==> config.mk <==
export PLATFORM = sky130hd
export DESIGN_NAME = i2cq_master
export DESIGN_NICKNAME = d
export VERILOG_FILES = /design/src/rtl/i2cq_pkg.sv /design/src/rtl/i2cq_fifo.sv /design/src/rtl/i2cq_seq.sv /design/src/rtl/i2cq_master.sv
export SDC_FILE = /design/constraint.sdc
export NUM_CORES = 1
export LEC_CHECK = 0
export BUFFER_PORTS_ARGS = -buffer_cell sky130_fd_sc_hd__buf_2
export CORE_MARGIN = 5
export CORE_UTILIZATION = 50
export CTS_CLUSTER_DIAMETER = 60
export DETAILED_ROUTE_END_ITERATION = 6
export GPL_TIMING_DRIVEN = 0
export PLACE_DENSITY = 0.7
export SYNTH_ARGS = -nofsm -noshare
export SYNTH_HDL_FRONTEND = slang
export SYNTH_SLANG_ARGS = --single-unit
==> constraint.sdc <==
create_clock -name clk -period 3.75 [get_ports clk]
set_input_delay 0.9375 -clock clk [delete_from_list [all_inputs] [get_ports clk]]
set_output_delay 0.9375 -clock clk [all_outputs]
set_load 0.01 [all_outputs]
==> src/rtl/i2cq_pkg.sv <==
package i2cq_pkg;
    typedef enum logic [2:0] {S_IDLE, S_START, S_BIT, S_ACK, S_STOP} seq_state_t;

    localparam logic [1:0] OP_START = 2'd0;
    localparam logic [1:0] OP_STOP  = 2'd1;
    localparam logic [1:0] OP_WRITE = 2'd2;
    localparam logic [1:0] OP_READ  = 2'd3;

    localparam int NFLAGS  = 4;
    localparam int F_DONE  = 0;
    localparam int F_NOACK = 1;
    localparam int F_EARLY = 2;
    localparam int F_ARB   = 3;
endpackage

==> src/rtl/i2cq_fifo.sv <==
module i2cq_fifo #(
    parameter int W     = 32,
    parameter int DEPTH = 4
) (
    input  logic         clk,
    input  logic         rst_n,
    input  logic         clr,
    input  logic         push,
    input  logic [W-1:0] din,
    output logic         full,
    input  logic         pop,
    output logic [W-1:0] dout,
    output logic         empty
);
    localparam int AW = (DEPTH > 1) ? $clog2(DEPTH) : 1;

    logic [W-1:0]  mem [DEPTH];
    logic [AW-1:0] wp, rp;
    logic [AW:0]   cnt;
    logic          do_push, do_pop;

    function automatic logic [AW-1:0] step(input logic [AW-1:0] p);
        return (p == AW'(DEPTH - 1)) ? '0 : p + 1'b1;
    endfunction

    assign full    = (cnt == (AW+1)'(DEPTH));
    assign empty   = (cnt == '0);
    assign do_push = push && !full;
    assign do_pop  = pop && !empty;
    assign dout    = mem[rp];

    always_ff @(posedge clk or negedge rst_n) begin
        if (!rst_n) begin
            wp  <= '0;
            rp  <= '0;
            cnt <= '0;
        end else if (clr) begin
            wp  <= '0;
            rp  <= '0;
            cnt <= '0;
        end else begin
            if (do_push) wp <= step(wp);
            if (do_pop)  rp <= step(rp);
            unique case ({do_push, do_pop})
                2'b10:   cnt <= cnt + 1'b1;
                2'b01:   cnt <= cnt - 1'b1;
                default: cnt <= cnt;
            endcase
        end
    end

    always_ff @(posedge clk) begin
        if (do_push && !clr) mem[wp] <= din;
    end

    // a push into a full queue without a pop leaves it full and bounded
    a_r11_no_overflow: assert property (@(posedge clk) disable iff (!rst_n)
        (full && push && !pop && !clr) |=> full);
    a_r11_count_bound: assert property (@(posedge clk) disable iff (!rst_n)
        cnt <= (AW+1)'(DEPTH));
endmodule

==> src/rtl/i2cq_seq.sv <==
module i2cq_seq
    import i2cq_pkg::*;
#(
    parameter int CNT_W = 8,
    parameter int DW    = 32
) (
    input  logic              clk,
    input  logic              rst_n,
    input  logic              soft_rst,
    input  logic              run,
    input  logic              cmd_nempty,
    input  logic [CNT_W+4:0]  cmd_word,
    output logic              cmd_pop,
    input  logic              tx_nempty,
    input  logic [DW-1:0]     tx_word,
    output logic              tx_pop,
    input  logic              rx_full,
    output logic              rx_push,
    output logic [DW-1:0]     rx_word,
    output logic              bit_req,
    output logic [1:0]        bit_op,
    output logic              bit_wr,
    input  logic              bit_done,
    input  logic              bit_rd,
    input  logic              bit_lost,
    output logic              scl_hold,
    output logic              flush,
    output logic [NFLAGS-1:0] set_flags
);
    localparam int LANES  = DW / 8;
    localparam int LANE_W = (LANES > 1) ? $clog2(LANES) : 1;
    localparam int B_START = CNT_W;
    localparam int B_STOP  = CNT_W + 1;
    localparam int B_TX    = CNT_W + 2;
    localparam int B_RET   = CNT_W + 3;
    localparam int B_NAK   = CNT_W + 4;

    seq_state_t        st, st_n;
    logic [CNT_W-1:0]  left;
    logic              c_stop, c_tx, c_ret, c_nak, abt;
    logic [2:0]        bitcnt;
    logic [LANE_W-1:0] lane;
    logic [7:0]        shreg;
    logic [DW-1:0]     rxacc, acc_m;
    logic [7:0]        tx_byte;
    logic [CNT_W-1:0]  cmd_count;
    logic              fire, last, lane_end;

    assign cmd_count = cmd_word[CNT_W-1:0];
    assign fire      = bit_req && bit_done;
    assign last      = (left == CNT_W'(1));
    assign lane_end  = (lane == LANE_W'(LANES - 1));
    assign tx_byte   = tx_word[lane*8 +: 8];

    always_comb begin
        acc_m = rxacc;
        acc_m[lane*8 +: 8] = shreg;
    end
    assign rx_word = acc_m;

    // next state and event pulses
    always_comb begin
        st_n      = st;
        cmd_pop   = 1'b0;
        tx_pop    = 1'b0;
        rx_push   = 1'b0;
        flush     = 1'b0;
        set_flags = '0;
        unique case (st)
            S_IDLE: if (run && cmd_nempty) begin
                cmd_pop = 1'b1;
                if (cmd_word[B_START])         st_n = S_START;
                else if (cmd_count != '0)      st_n = S_BIT;
                else if (cmd_word[B_STOP])     st_n = S_STOP;
                else                           set_flags[F_DONE] = 1'b1;
            end
            S_START: if (fire) begin
                if (bit_lost) begin
                    set_flags[F_ARB] = 1'b1;
                    flush = 1'b1;
                    st_n  = S_IDLE;
                end else if (left != '0) st_n = S_BIT;
                else if (c_stop)         st_n = S_STOP;
                else begin
                    set_flags[F_DONE] = 1'b1;
                    st_n = S_IDLE;
                end
            end
            S_BIT: if (fire) begin
                if (bit_lost) begin
                    set_flags[F_ARB] = 1'b1;
                    flush = 1'b1;
                    st_n  = S_IDLE;
                end else if (bitcnt == 3'd7) st_n = S_ACK;
            end
            S_ACK: if (fire) begin
                if (bit_lost) begin
                    set_flags[F_ARB] = 1'b1;
                    flush = 1'b1;
                    st_n  = S_IDLE;
                end else if (c_tx && bit_rd) begin
                    set_flags[F_NOACK] = 1'b1;
                    flush = 1'b1;
                    st_n  = S_STOP;
                end else begin
                    if (c_tx && (lane_end || last))           tx_pop  = 1'b1;
                    if (!c_tx && (lane_end || last || !run))  rx_push = 1'b1;
                    if (last) begin
                        if (c_stop) st_n = S_STOP;
                        else begin
                            set_flags[F_DONE] = 1'b1;
                            st_n = S_IDLE;
                        end
                    end else if (!run) begin
                        set_flags[F_EARLY] = 1'b1;
                        flush = 1'b1;
                        st_n  = S_STOP;
                    end else st_n = S_BIT;
                end
            end
            S_STOP: if (fire) begin
                st_n = S_IDLE;
                if (!abt) set_flags[F_DONE] = 1'b1;
            end
            default: st_n = S_IDLE;
        endcase
    end

    // state and datapath registers
    always_ff @(posedge clk or negedge rst_n) begin
        if (!rst_n) begin
            st <= S_IDLE; left <= '0; c_stop <= 1'b0; c_tx <= 1'b0; c_ret <= 1'b0;
            c_nak <= 1'b0; abt <= 1'b0; bitcnt <= '0; lane <= '0; shreg <= '0;
            rxacc <= '0; scl_hold <= 1'b0;
        end else if (soft_rst) begin
            st <= S_IDLE; left <= '0; c_stop <= 1'b0; c_tx <= 1'b0; c_ret <= 1'b0;
            c_nak <= 1'b0; abt <= 1'b0; bitcnt <= '0; lane <= '0; shreg <= '0;
            rxacc <= '0; scl_hold <= 1'b0;
        end else begin
            st <= st_n;
            if (cmd_pop) begin
                left   <= cmd_count;
                c_stop <= cmd_word[B_STOP];
                c_tx   <= cmd_word[B_TX];
                c_ret  <= cmd_word[B_RET];
                c_nak  <= cmd_word[B_NAK];
                bitcnt <= '0;
                lane   <= '0;
                rxacc  <= '0;
                abt    <= 1'b0;
            end
            if (st == S_BIT && fire) begin
                bitcnt <= bitcnt + 1'b1;
                shreg  <= {shreg[6:0], bit_rd};
            end
            if (st == S_ACK && fire) begin
                left  <= left - 1'b1;
                lane  <= last ? '0 : lane + 1'b1;
                rxacc <= rx_push ? '0 : acc_m;
                abt   <= flush;
            end
            if (set_flags[F_DONE])
                scl_hold <= (st == S_IDLE) ? cmd_word[B_RET] : c_ret;
            else if (cmd_pop)
                scl_hold <= 1'b0;
        end
    end

    // outputs toward the timing block
    always_comb begin
        bit_req = 1'b0;
        bit_op  = OP_START;
        bit_wr  = 1'b1;
        unique case (st)
            S_IDLE: ;
            S_START: bit_req = 1'b1;
            S_BIT: begin
                bit_req = !c_tx || tx_nempty;
                bit_op  = c_tx ? OP_WRITE : OP_READ;
                bit_wr  = c_tx ? tx_byte[3'd7 - bitcnt] : 1'b1;
            end
            S_ACK: begin
                bit_req = c_tx || !rx_full;
                bit_op  = c_tx ? OP_READ : OP_WRITE;
                bit_wr  = c_tx ? 1'b1 : (c_nak && last);
            end
            S_STOP: begin
                bit_req = 1'b1;
                bit_op  = OP_STOP;
            end
            default: ;
        endcase
    end

    a_r2_no_op_without_run: assert property (@(posedge clk) disable iff (!rst_n)
        (st == S_IDLE && !run && !soft_rst) |=> !bit_req);
    a_r13_op_held: assert property (@(posedge clk) disable iff (!rst_n)
        (bit_req && !bit_done && !soft_rst) |=>
        (bit_req && bit_op == $past(bit_op) && bit_wr == $past(bit_wr)));
    a_r7_nak_stop: assert property (@(posedge clk) disable iff (!rst_n)
        (st == S_ACK && fire && c_tx && bit_rd && !bit_lost && !soft_rst) |=> (st == S_STOP));
    a_r9_arb_idle: assert property (@(posedge clk) disable iff (!rst_n)
        (fire && bit_lost && st != S_STOP && !soft_rst) |=> (st == S_IDLE && !bit_req));
    a_r6_hold_idle: assert property (@(posedge clk) disable iff (!rst_n)
        scl_hold |-> (st == S_IDLE));
    a_r12_soft: assert property (@(posedge clk) disable iff (!rst_n)
        soft_rst |=> (st == S_IDLE && !scl_hold && !bit_req));
endmodule

==> src/rtl/i2cq_master.sv <==
module i2cq_master
    import i2cq_pkg::*;
#(
    parameter int DEPTH = 4,
    parameter int CNT_W = 8,
    parameter int DW    = 32
) (
    input  logic              clk,
    input  logic              rst_n,
    input  logic              soft_rst,
    input  logic              run,
    input  logic              cmd_valid,
    input  logic [CNT_W+4:0]  cmd_wdata,
    output logic              cmd_ready,
    input  logic              tx_valid,
    input  logic [DW-1:0]     tx_wdata,
    output logic              tx_ready,
    output logic              tx_empty,
    output logic [DW-1:0]     rx_rdata,
    input  logic              rx_pop,
    output logic              rx_empty,
    output logic [NFLAGS-1:0] flags,
    input  logic [NFLAGS-1:0] flag_clr,
    output logic              bit_req,
    output logic [1:0]        bit_op,
    output logic              bit_wr,
    input  logic              bit_done,
    input  logic              bit_rd,
    input  logic              bit_lost,
    output logic              scl_hold
);
    localparam int CMD_W = CNT_W + 5;

    logic             cmd_full, cmd_empty, cmd_pop;
    logic [CMD_W-1:0] cmd_word;
    logic             tx_full, tx_pop;
    logic [DW-1:0]    tx_word;
    logic             rx_full, rx_push;
    logic [DW-1:0]    rx_word;
    logic             flush;
    logic [NFLAGS-1:0] set_flags;

    assign cmd_ready = !cmd_full;
    assign tx_ready  = !tx_full;

    i2cq_fifo #(.W(CMD_W), .DEPTH(DEPTH)) u_cmdq (
        .clk(clk), .rst_n(rst_n), .clr(soft_rst || flush),
        .push(cmd_valid), .din(cmd_wdata), .full(cmd_full),
        .pop(cmd_pop), .dout(cmd_word), .empty(cmd_empty));

    i2cq_fifo #(.W(DW), .DEPTH(DEPTH)) u_txq (
        .clk(clk), .rst_n(rst_n), .clr(soft_rst || flush),
        .push(tx_valid), .din(tx_wdata), .full(tx_full),
        .pop(tx_pop), .dout(tx_word), .empty(tx_empty));

    i2cq_fifo #(.W(DW), .DEPTH(DEPTH)) u_rxq (
        .clk(clk), .rst_n(rst_n), .clr(soft_rst),
        .push(rx_push), .din(rx_word), .full(rx_full),
        .pop(rx_pop), .dout(rx_rdata), .empty(rx_empty));

    i2cq_seq #(.CNT_W(CNT_W), .DW(DW)) u_seq (
        .clk(clk), .rst_n(rst_n), .soft_rst(soft_rst), .run(run),
        .cmd_nempty(!cmd_empty), .cmd_word(cmd_word), .cmd_pop(cmd_pop),
        .tx_nempty(!tx_empty), .tx_word(tx_word), .tx_pop(tx_pop),
        .rx_full(rx_full), .rx_push(rx_push), .rx_word(rx_word),
        .bit_req(bit_req), .bit_op(bit_op), .bit_wr(bit_wr),
        .bit_done(bit_done), .bit_rd(bit_rd), .bit_lost(bit_lost),
        .scl_hold(scl_hold), .flush(flush), .set_flags(set_flags));

    always_ff @(posedge clk or negedge rst_n) begin
        if (!rst_n)        flags <= '0;
        else if (soft_rst) flags <= '0;
        else               flags <= (flags & ~flag_clr) | set_flags;
    end

    // a flag not being cleared stays set
    a_r10_sticky: assert property (@(posedge clk) disable iff (!rst_n)
        !soft_rst |=> ((flags & $past(flags & ~flag_clr)) == $past(flags & ~flag_clr)));
endmodule

-- Yosys cells after proc, flatten, opt, wreduce, memory -nomap -nowiden
Memory sizes are Yosys's and may differ from the RTL's.
Index checks and enable logic that the tools add are counted.
- bits of input ports: 59
- bits in read-only memories: 0
- flip-flop bits (word level): 87
- memories: 3
- logic and storage cells: 262
- memory bits (writable): 308
- bits in latches: 0
- memories (name ; words ; bits a word ; rd ports ; clocked after Yosys merged registers in ; wr ports ; line ; RTL):
    u_rxq.mem ; 4 ; 32 ; 1 ; 0 ; 1 ; i2cq_fifo.sv:17 ; logic [W-1:0] mem [DEPTH];
    u_txq.mem ; 4 ; 32 ; 1 ; 0 ; 1 ; i2cq_fifo.sv:17 ;
    u_cmdq.mem ; 4 ; 13 ; 1 ; 0 ; 1 ; i2cq_fifo.sv:17 ;
- multiplexer cells: 129
- shift operators: 3
- equal/unequal tests: 29
- order comparisons: 1
- bitwise logic cells: 3
- multiply operators: 0
- divide/modulo/power cells: 0
- $add $sub $neg: 17
- reduce and logical (&&, ||, !) cells: 55
- operators with widths (cell ; number):
    32-bit two-way mux ; 4
    3-bit two-way mux ; 25
    1-bit two-way mux ; 58
    2-bit two-way mux ; 23
    8-bit two-way mux ; 5
    5-bit negation with 34-bit output ; 1
    8-bit by 34-bit variable shift with 32-bit output, first input constant ; 1
    8-bit by 34-bit indexed part select with 32-bit output ; 1
    32-bit bitwise mux ; 1
    32-bit by 6-bit indexed part select with 8-bit output ; 1
    2-bit == test, second input constant ; 10
    3-bit case mux with 2 select lines ; 3
    3-bit nonzero test ; 6
    1-bit logical AND ; 17
    2-bit nonzero test ; 8
    8-bit nonzero test ; 2
    3-bit == test, second input constant ; 5
    3-bit by 2-bit inequality test with 1-bit output, second input constant ; 5
    3-bit case mux with 5 select lines ; 1
    2-bit by 1-bit adder with 2-bit output, second input constant ; 7
    3-bit by 1-bit adder with 3-bit output, second input constant ; 4
    3-bit zero test ; 4
    1-bit zero test ; 10
    3-bit by 1-bit subtractor with 3-bit output, second input constant ; 3
    other kinds (21) ; 32

-- Depth between registers and ports, before layout
- word-level depth: 13
- mapped depth: 11
- depth with buffers taken out: 11

-- Hierarchy
Synthesis repeated with hierarchy kept, for this count alone.
- cells, all modules: 1048
- area, all modules: 16982.5 um2
- by module, submodules not included (module ; cells each ; area an instance (um2) ; times used):
    i2cq_fifo (u_rxq) ; 235 ; 5256.3 ; 1
    i2cq_fifo (u_txq) ; 232 ; 5178.7 ; 1
    i2cq_seq ; 428 ; 3937.5 ; 1
    i2cq_fifo (u_cmdq) ; 132 ; 2428.6 ; 1
    i2cq_master ; 21 ; 181.4 ; 1

-- Worst setup path after synthesis
No wires, ideal clock.
- path type: in2reg
- start point: input bit_lost
- end point: memory u_rxq.mem[0][0] (enable)
- stages on the path: 5
- setup slack: -585 ps
- arrival: 3867 ps
- required time: 3282 ps
- setup time: 468 ps
- cell sequence: clkbuf_1 -> nor2_1 -> nand4bb_1 -> buf_2 -> nor3b_1
- word-level cells in the longest chain between the ends: 7
- RTL lines (what ; line ; RTL):
    from (decl) ; i2cq_master.sv:29 ; input logic bit_lost,
    1-bit two-way mux ; i2cq_seq.sv:97 ; if (bit_lost) begin
    1-bit two-way mux ; i2cq_seq.sv:96 ; S_ACK: if (fire) begin
    1-bit two-way mux ; i2cq_seq.sv:69 ; unique case (st)
    1-bit logical AND ; i2cq_fifo.sv:28 ; assign do_push = push && !full;
    1-bit logical AND ; i2cq_fifo.sv:53 ; if (do_push && !clr) mem[wp] <= din;
    1-bit two-way mux ; i2cq_fifo.sv:53 ;
    1-bit two-way mux (implied by the code) ; i2cq_fifo.sv:53 ;
    to (decl) ; i2cq_fifo.sv:17 ;
No other way between the ends.

-- Worst setup path after layout
- start point: register u_txq.rp[0]
- end point: output bit_wr
- word-level cells in the longest chain between the ends: 6
- RTL lines (what ; line ; RTL):
    from (decl) ; i2cq_fifo.sv:18 ; logic [AW-1:0] wp, rp;
    from (signal assigned) ; i2cq_fifo.sv:43 ; if (do_pop) rp <= step(rp);
    memory read 4 x 32 bit ; n/a ;
    32-bit by 6-bit indexed part select with 8-bit output ; i2cq_seq.sv:53 ; assign tx_byte = tx_word[lane*8 +: 8];
    1-bit binary-select mux with 3-bit select ; i2cq_seq.sv:180 ; bit_wr = c_tx ? tx_byte[3'd7 - bitcnt] : 1'b1;
    1-bit two-way mux (implied by the code) ; i2cq_seq.sv:180 ;
    1-bit two-way mux ; i2cq_seq.sv:180 ;
    1-bit case mux with 2 select lines ; i2cq_seq.sv:174 ; unique case (st)
    to (decl) ; i2cq_master.sv:26 ; output logic bit_wr,
No other way between the ends. The select of a mux whose other input is x is not followed.

==> metrics.txt <==
outcome complete, no violations; Met1 Wirelength between 10000 and 15000 um; met3 WL 1760 um; critical path's slowest cell mux4_2; RSZ-0062 raised after global routing true; vias per std cell 5.72; crit start category flip-flop; num rows 66; # placed instances between 1.5k and 2k; fin. max-slew vios 0; layout cells sized above 1 25.6%; Syn-to-layout area delta 16.4%; routed len/inst approximately 21 um; Antenna Nets Post-Route 0; WP data arrival between 2 and 3 ns; post-synth top area share between 50% and 60%; Hold Buf Count CTS 0; async set-or-reset flop fraction in the synthesized netlist 22.0%; CTS tree built; Synth Flop Type edfxtp_1; synth warn 0; number of synthesized flops with an enable pin 308; # port buffers ~100; Fill cells 2484; Slew @ Worst Pin 0.888 ns; FMAX ~270 MHz; H-tree levels 2; #FFs+latches synth 395; DRC violations left 0; Synth Net Count 1087; relative slew slack between 40% and 50%; vias in the first global route 9699; Placement Setup Slack -0.161 ns; setup ws final ~0.0032 ns; cell area after layout 19300 um2; cts bufs inserted roughly 40; Area after DPL 17900 um2; gpl congestion 0.859; Final Net Count 1249; Clock Skew 0.0197 ns; crit-path max cell delay between 0.5 and 0.6 ns; DRT iter0 DRCs 587; initial core utilization 50.7%; I/O pin cnt 104; Final Cycle Share 99.9%; global-route wire length before repair 54400 um; top layer in use met5; Finished Layout Cells roughly 1.6k; Pre-antenna DRT Iters 5; Min-Delay Path Class in2async; DIE AREA 36800 um2; Tmin final 3.75 ns; Cell Chain, Critical Path buf_8 > mux4_2 > a22oi_1 > a21oi_1 > o21ai_0 > o21ai_0 > o31a_1 > buf_2; clk_lat worst skew around 0.53 ns; LEAKAGE 7.15 nW; DR WL met2 17200 um; Final Hold Fails 0; routed wire length 34500 um; Die H 192 um; register area share after synthesis 69.0%; HPWL after DPL between 20000 and 25000 um; largest net degree at the start of global routing 60; max-cap viol count 0; clk sinks 395; clock-pin transition on the worst setup and hold timing paths about 0.060 ns; Setup Crit Path Kind reg2out; Post-Syn Instances 1000; Crit path required time 2.81 ns; peak supply drop 392 uV; largest area contributor in the netlist edfxtp_1; Synth Area per Inst 16.6 um2; Total GRT Usage 19.0%; P per Cell Area 532 nW/um2; Synth area leaders edfxtp_1 56%, dfrtp_1 13%, mux4_2 9.0%; antenna violations before repair 3; GRT overflow 0; clock root cell clkbuf_16; Horiz. Die Dim between 150 and 200 um; Crit path top cell by count o21ai_0; Synth cell types 77; CP endpoint kind output port; Final setup viols 0; total core area 32600 um2; total number of vias 9371; final hold slack 0.351 ns; Clock Path Buffers 3; crit-path max FO 10; Syn Std Cell Area 16600 um2
[power by group]
part,total [W],internal [W],switching [W]
registers,0.00496,0.00486,0.000105
clock network,0.00391,0.00230,0.00161
logic,0.00137,0.000539,0.000829
total,0.0102,0.00770,0.00254
[metal layers]
layer / vias to the layer above / GRT usage, %
li1: 4279 / -
met1: 4755 / 26.0
met2: 271 / 31.7
met3: 64 / 3.33
met4: 2 / 5.58
met5: - / 0
[cell usage in the layout (no fill, tap or decap), drive strengths merged, types with 4 or more instances in the layout]
master	n
a211oi	4
a21oi	29
a22o	17
a22oi	9
a31oi	6
a32o	34
a32oi	6
and2	4
and3	7
buf	141
clkbuf	90
clkinv	11
dfrtp	87
edfxtp	308
ha	26
inv	54
mux2i	14
mux4	77
nand2	73
nand2b	6
nand3	6
nor2	45
nor2b	7
nor3	27
nor3b	4
nor4	6
o21ai	35
o22ai	4
xnor2	9
xor2	4
[cells in the mapped netlist (all sizes together), types with 3 or more instances]
library cell and number:
and2 4, xnor2 9, a21oi 29, o22ai 4, mux2i 14, ha 26
a21o 3, a32oi 6, dfrtp 87, or3 3, nor3b 4, clkbuf 29
nand3 6, a31oi 6, inv 50, nor3 27, a22o 17, nand4 3
edfxtp 308, xor2 4, nand2b 6, buf 24, nor2b 7, nor2 45
and3 7, mux4 77, nand2 73, a22oi 9, nor4 6, a211oi 4
a32o 34, o21ai 35
[timing repair]
action,in CTS,in global routing
setup endpoints to repair,46,9
setup buffers,0,1
gates resized for setup,20,5
[critical path: cells and delay by family (launching register included)]
kind	cells	cell delay (ns)
muxes	1	0.52
AOI/OAI and AO/OA	5	0.94
DFF	1	0.46
buffers and inverters	2	0.35
[layout make-up]
class	count	area, um2	share of cell area, %
Buffer	53	319	1.66
Timing Repair Buffer	119	731	3.79
Tap cell	442	553	2.87
Clock inverter	15	114	0.591
Multi-Input combinational cell	500	4720	24.5
Clock buffer	61	1200	6.25
Antenna cell	2	5.00	0.0260
Sequential cell	395	11400	59.3
Inverter	52	200	1.04
[logic make-up (layout without fill, tap and decap cells)]
logic type | Yosys count | after routing | synth area share, %
xor gates and xnor gates | 13 | 13 | 0.688
DFF | 395 | 395 | 69.0
and+or+nand+nor | 200 | 200 | 6.03
other | 0 | 2 | 0
adders and majority gates | 28 | 28 | 2.21
AOI/OAI and AO/OA | 167 | 167 | 7.60
buffers and inverters | 105 | 300 | 2.78
muxes | 92 | 92 | 11.7
[sequential cells by signal (all words and copies together) (netlist names), 4 cells and up]
name         count
u_rxq.mem      128
flags            4
u_seq.rxacc     32
u_seq.shreg      8
u_seq.left       8
u_txq.mem      128
u_cmdq.mem      52
[through the flow]
| step | TNS (ns) | power (W) | utilization [%] |
|---|---|---|---|
| final | 0 | 0.0102 | 59.1 |
| after global routing | -0.129 | 0.0107 | 59.1 |
| after CTS | -0.0339 | 0.0103 | 59.0 |
| after detailed placement | -1.73 | 0.00641 | 54.8 |
| after global placement | -363.73 | 0.00637 | 54.0 |
| after floorplan | -74.86 | 0.00600 | - |
[path summary, 6_finish.rpt]
path	from	to	slack, ns	cells after the start
setup / recovery	u_txq.rp[0]	bit_wr	0.003	8
hold / removal	rst_n	flags[0]	0.35	1
setup reg to reg	u_txq.cnt[1]	u_txq.mem[0][5]	0.38	6
hold reg to reg	flags[2]	flags[2]	0.47	2
max in group asynchronous	rst_n	u_rxq.rp[1]	2.75	2
min in group clk	flags[2]	flags[2]	0.47	2
Note: power is estimated with default switching activity, not from simulation.
